### src/rtl/blu_pkg.sv
package blu_pkg;

  typedef enum logic [1:0] {
    OP_AND = 2'd0,
    OP_OR  = 2'd1,
    OP_XOR = 2'd2,
    OP_NOT = 2'd3
  } blu_op_e;

  localparam int FLAG_W   = 5;
  localparam int FL_CARRY = 4;
  localparam int FL_OVFL  = 3;
  localparam int FL_SIGN  = 2;
  localparam int FL_ZERO  = 1;
  localparam int FL_PAR   = 0;
  localparam int PAR_SPAN = 8;

  // Even number of ones in an eight-bit slice gives 1
  function automatic logic even_ones8(input logic [PAR_SPAN-1:0] b);
    return ~(^b);
  endfunction

endpackage

### src/rtl/blu_logic_core.sv
module blu_logic_core
  import blu_pkg::*;
#(
  parameter int WIDTH = 16
) (
  input  blu_op_e          op,
  input  logic [WIDTH-1:0] dst,
  input  logic [WIDTH-1:0] src,
  output logic [WIDTH-1:0] res,
  output logic             is_not
);

  assign is_not = (op == OP_NOT);

  always_comb begin
    unique case (op)
      OP_AND:  res = dst & src;
      OP_OR:   res = dst | src;
      OP_XOR:  res = dst ^ src;
      default: res = ~dst;
    endcase
  end

  // The NOT path must not depend on the source operand
  always_comb begin
    if (is_not) begin
      AST_NOT_SRC_FREE: assert ((res ^ dst) == {WIDTH{1'b1}});
    end
  end

endmodule

### src/rtl/blu_flag_gen.sv
module blu_flag_gen
  import blu_pkg::*;
#(
  parameter int WIDTH = 16
) (
  input  logic [WIDTH-1:0]  res,
  input  logic              keep_prev,
  input  logic [FLAG_W-1:0] flags_prev,
  output logic [FLAG_W-1:0] flags
);

  localparam int PW = (WIDTH < PAR_SPAN) ? WIDTH : PAR_SPAN;

  logic [PAR_SPAN-1:0] par_slice;
  logic                res_is_zero;
  logic                res_even;
  logic [FLAG_W-1:0]   fresh;

  generate
    if (WIDTH < PAR_SPAN) begin : g_pad
      assign par_slice = {{(PAR_SPAN-PW){1'b0}}, res[PW-1:0]};
    end else begin : g_slice
      assign par_slice = res[PAR_SPAN-1:0];
    end
  endgenerate

  assign res_is_zero = ~(|res);
  assign res_even    = even_ones8(par_slice);

  always_comb begin
    fresh           = '0;
    fresh[FL_SIGN]  = res[WIDTH-1];
    fresh[FL_ZERO]  = res_is_zero;
    fresh[FL_PAR]   = res_even;
  end

  assign flags = keep_prev ? flags_prev : fresh;

  always_comb begin
    if (!keep_prev) begin
      AST_NO_OVERFLOW: assert (flags[FL_CARRY] == 1'b0 && flags[FL_OVFL] == 1'b0);
      AST_SIGN_IS_MSB: assert (flags[FL_SIGN] == res[WIDTH-1]);
      AST_ZERO_EXACT:  assert (flags[FL_ZERO] == (res == '0));
    end
  end

endmodule

### src/rtl/blu_unit.sv
module blu_unit
  import blu_pkg::*;
#(
  parameter int WIDTH = 16
) (
  input  logic [1:0]       op_code,
  input  logic [WIDTH-1:0] dst_val,
  input  logic [WIDTH-1:0] src_val,
  input  logic [4:0]       flags_prev,
  output logic [WIDTH-1:0] result,
  output logic [4:0]       flags_next
);

  blu_op_e          op_sel;
  logic [WIDTH-1:0] core_res;
  logic             is_not_op;

  assign op_sel = blu_op_e'(op_code);

  blu_logic_core #(.WIDTH(WIDTH)) u_core (
    .op     (op_sel),
    .dst    (dst_val),
    .src    (src_val),
    .res    (core_res),
    .is_not (is_not_op)
  );

  blu_flag_gen #(.WIDTH(WIDTH)) u_flags (
    .res        (core_res),
    .keep_prev  (is_not_op),
    .flags_prev (flags_prev),
    .flags      (flags_next)
  );

  assign result = core_res;

  always_comb begin
    if (op_code == 2'b11) begin
      AST_NOT_FLAGS_HOLD: assert (flags_next == flags_prev);
    end
  end

endmodule

### config.mk
export PLATFORM = sky130hd
export DESIGN_NAME = blu_unit
export DESIGN_NICKNAME = d
export VERILOG_FILES = /design/src/rtl/blu_pkg.sv /design/src/rtl/blu_logic_core.sv /design/src/rtl/blu_flag_gen.sv /design/src/rtl/blu_unit.sv
export SDC_FILE = /design/constraint.sdc
export NUM_CORES = 1
export LEC_CHECK = 0
export CAP_MARGIN = 20
export CORE_ASPECT_RATIO = 0.75
export CORE_MARGIN = 2
export CORE_UTILIZATION = 40
export DETAILED_ROUTE_END_ITERATION = 10
export DONT_BUFFER_PORTS = 1
export PLACE_DENSITY = 0.6
export SLEW_MARGIN = 15
export SYNTH_ARGS = -nofsm -noshare
export SYNTH_HDL_FRONTEND = slang
export SYNTH_HIERARCHICAL = 1
export SYNTH_SLANG_ARGS = --single-unit
### constraint.sdc
create_clock -name vclk -period 2.75
set_input_delay 0.1375 -clock vclk [all_inputs]
set_output_delay 0.1375 -clock vclk [all_outputs]
set_load 0.005 [all_outputs]
==> flow_summary_export.csv <==
group,metric,value,unit
placement,postPlaceCellArea,1227,um2
cells_and_area,design.seq.count,0,
flow_run,max_cap_violations,0,
drt,vias,813,
drt,routed_wl,2289,um
pwr,pnr_total_power,0.1697,mW
clock_network,cts_repair_resized_insts,0,
cells_and_area,finish.instance_area,1227,um2
floorplan,fp.dieW,67.67,um
sta,post_route_setup_tns,0,ns
hold_path,holdCritStartpoint,"flags_prev[0]",
floorplan,num_rows,17,
placement,routabilityCongestion,0.6497,
sta,finish_stage_setup_viols,0,
global_route,grt_most_used_layer,"met2",
setup_path,critical_path.slowest_cell,"mux4_1",
drt,residual_drc_count,0,
cells_and_area,most-common-layout-cells,"inv_1, ha_1, mux4_1, mux4_2",
global_route,globalRouteMet2Util,28.43,%
synth,post_synth_inst_count,126,
synth,post_synth_cell_types,19,
drt,dr.first_iter.drc_count,15,
setup_path,slowest_cell_delay_on_critical_path,0.55,ns
global_route,grt_first_pass_wirelength,3622,um
global_route,grt_antenna_before_repair,0,
sta,tightestPinTransition,0.3405,ns
setup_path,worst-setup-path-type,"input pin to output pin",
setup_path,timing.critical_path.max_delay_family,"multiplexers",
synth,syn-num-nets,201,
sta,max_freq,524.0,MHz
drt,final_antenna_net_count,0,
clock_network,cts_hold_repair_buffers,0,
synth,cells_taking_the_most_area_after_synthesis,"ha_1, mux4_1, inv_1",
sta,finalWorstPathRequiredPeriod,1.908,ns
sta,timing.hold.ws,0.3925,ns
cells_and_area,layout-drive-gt1-share,5.738,%
synth,netlist.top_cell.by_area,"ha_1",
cells_and_area,clock_buffer_count,0,
setup_path,timing.critical_path.arrival,1.77,ns
global_route,grtUsageTotal,13.22,%
synth,synth_largest_type_area_fraction,37.04,%
floorplan,die_area,3502,um2
cells_and_area,layout-area-overhead-vs-synth,0.9262,%
outcome,outcome,"complete, no violations",
setup_path,worstPathCellList,"inv_1 -> ha_1 -> mux4_1 -> inv_1 -> ha_1 -> xor2_1 -> xnor2_1 -> o21ai_1",
hold_path,holdCritPathClass,"input pin to output pin",
clock_network,postCtsSetupBuffers,0,
pwr,cellLeakagePower,0.7266,nW
floorplan,fp.coreArea,2914,um2
placement,numPortBuffers,0,
sta,final_min_period_over_clock_period,69.40,%
pwr,ir_drop,0.00005728,V
sta,slew_headroom,77.13,%
sta,grt_setup_unrepaired,"false",
cells_and_area,antennaDiodeCount,0,
synth,synth.avg_cell_area,9.652,um2
cells_and_area,design.final.nets,199,
global_route,global_route.usage.met1,13.92,%
placement,post-place-ws,0.8219,ns
drt,vias_per_cell,5.081,
global_route,groute.layer.met3.usage,1.948,%
hold_path,hold_end,"flags_next[0]",
setup_path,setup.worst_path.end_class,"output pin",
synth,synth-warning-count,6,
floorplan,design.portCount,60,
drt,post_drt_wl_per_cell,14.31,um
cells_and_area,sequential_cell_area,0,um2
setup_path,wp_data_required,2.61,ns
global_route,overflow,0,
sta,timing.final.ws_setup,0.8415,ns
global_route,largest_net_degree_at_the_start_of_global_routing,18,
drt,first_pass_iters,3,
synth,summed_instance_area_of_the_synthesized_netlist,1216,um2
cells_and_area,layout_commonest_cell,"inv_1",
sta,timing.final.hold_violations,0,
setup_path,cp_max_fo,2,
setup_path,cp-start-kind,"input pin",
global_route,number_of_global_route_vias_before_repair,900,
pwr,pwr_density_cell,138.3,nW/um2
floorplan,initial_utilization,41.73,%
placement,hpwl,2030,um
floorplan,die_h,51.76,um
synth,register_area_share_after_synthesis,0,%
sta,final_max_slew_viol_count,0,
hold_path,number_of_cells_on_the_worst_hold_path,2,
setup_path,critical_path.n_buffers_inverters,2,
## kinds of logic after synthesis
group	count (synthesis)	synth area share (%)
buffers and inverters	60	20.27
adder cells (fa/ha/maj)	36	37.04
multiplexers	17	34.57
XOR/XNOR	3	2.161
AO/OA/AOI/OAI	2	1.234
AND/OR/NAND/NOR	8	4.732
## final cells by class
class,instances,area (um2)
tap,38,47.55
inverter,56,210.2
fill,291,1687
multi-input combinational,66,969.7
## power breakdown
group          switching (mW)  internal (mW)  leakage (nW)
clock network               0              0             0
registers                   0              0             0
logic                  0.0804         0.0893         0.727
total                  0.0804         0.0893         0.727
## metrics by stage
step	utilization, %	std cells
after detailed placement	42.12	160
after global routing	42.12	160
after CTS	42.12	160
after global placement	42.12	160
after floorplan	-	126
final	42.12	160
## worst max-delay path by stage
| stage | startpoint | end | slack, ns | cells after the start |
|---|---|---|---|---|
| global route | dst_val[5] | flags_next[0] | 0.75 | 8 |
| detailed placement | src_val[4] | flags_next[0] | 0.82 | 8 |
| finish | src_val[4] | flags_next[0] | 0.84 | 8 |
| floorplan | src_val[6] | flags_next[0] | 0.94 | 8 |
| CTS | src_val[4] | flags_next[0] | 0.82 | 8 |
| global placement | src_val[6] | flags_next[0] | 0.84 | 8 |
## cell usage after synthesis
| master | number |
|---|---|
| ha_1 | 36 |
| nor4b_1 | 1 |
| xor2_1 | 1 |
| nor3_1 | 1 |
| nand4b_1 | 1 |
| o21ai_1 | 1 |
| mux4_1 | 13 |
| nor3_2 | 1 |
| inv_1 | 56 |
| and2_2 | 2 |
| and2_1 | 1 |
| buf_6 | 1 |
| xnor2_1 | 2 |
| buf_2 | 2 |
| mux4_2 | 3 |
| a32o_1 | 1 |
| buf_8 | 1 |
| nand2_1 | 1 |
| mux2_2 | 1 |
## routing by layer
layer | part of all wire, % | wire [um] | up-vias
li1 | - | - | 404
met1 | 37 | 856 | 384
met3 | 7.9 | 181 | 0
met5 | 0 | 0 | -
met2 | 55 | 1250 | 25
met4 | 0 | 0 | 0
No activity file was read; power rests on OpenSTA's default activity.
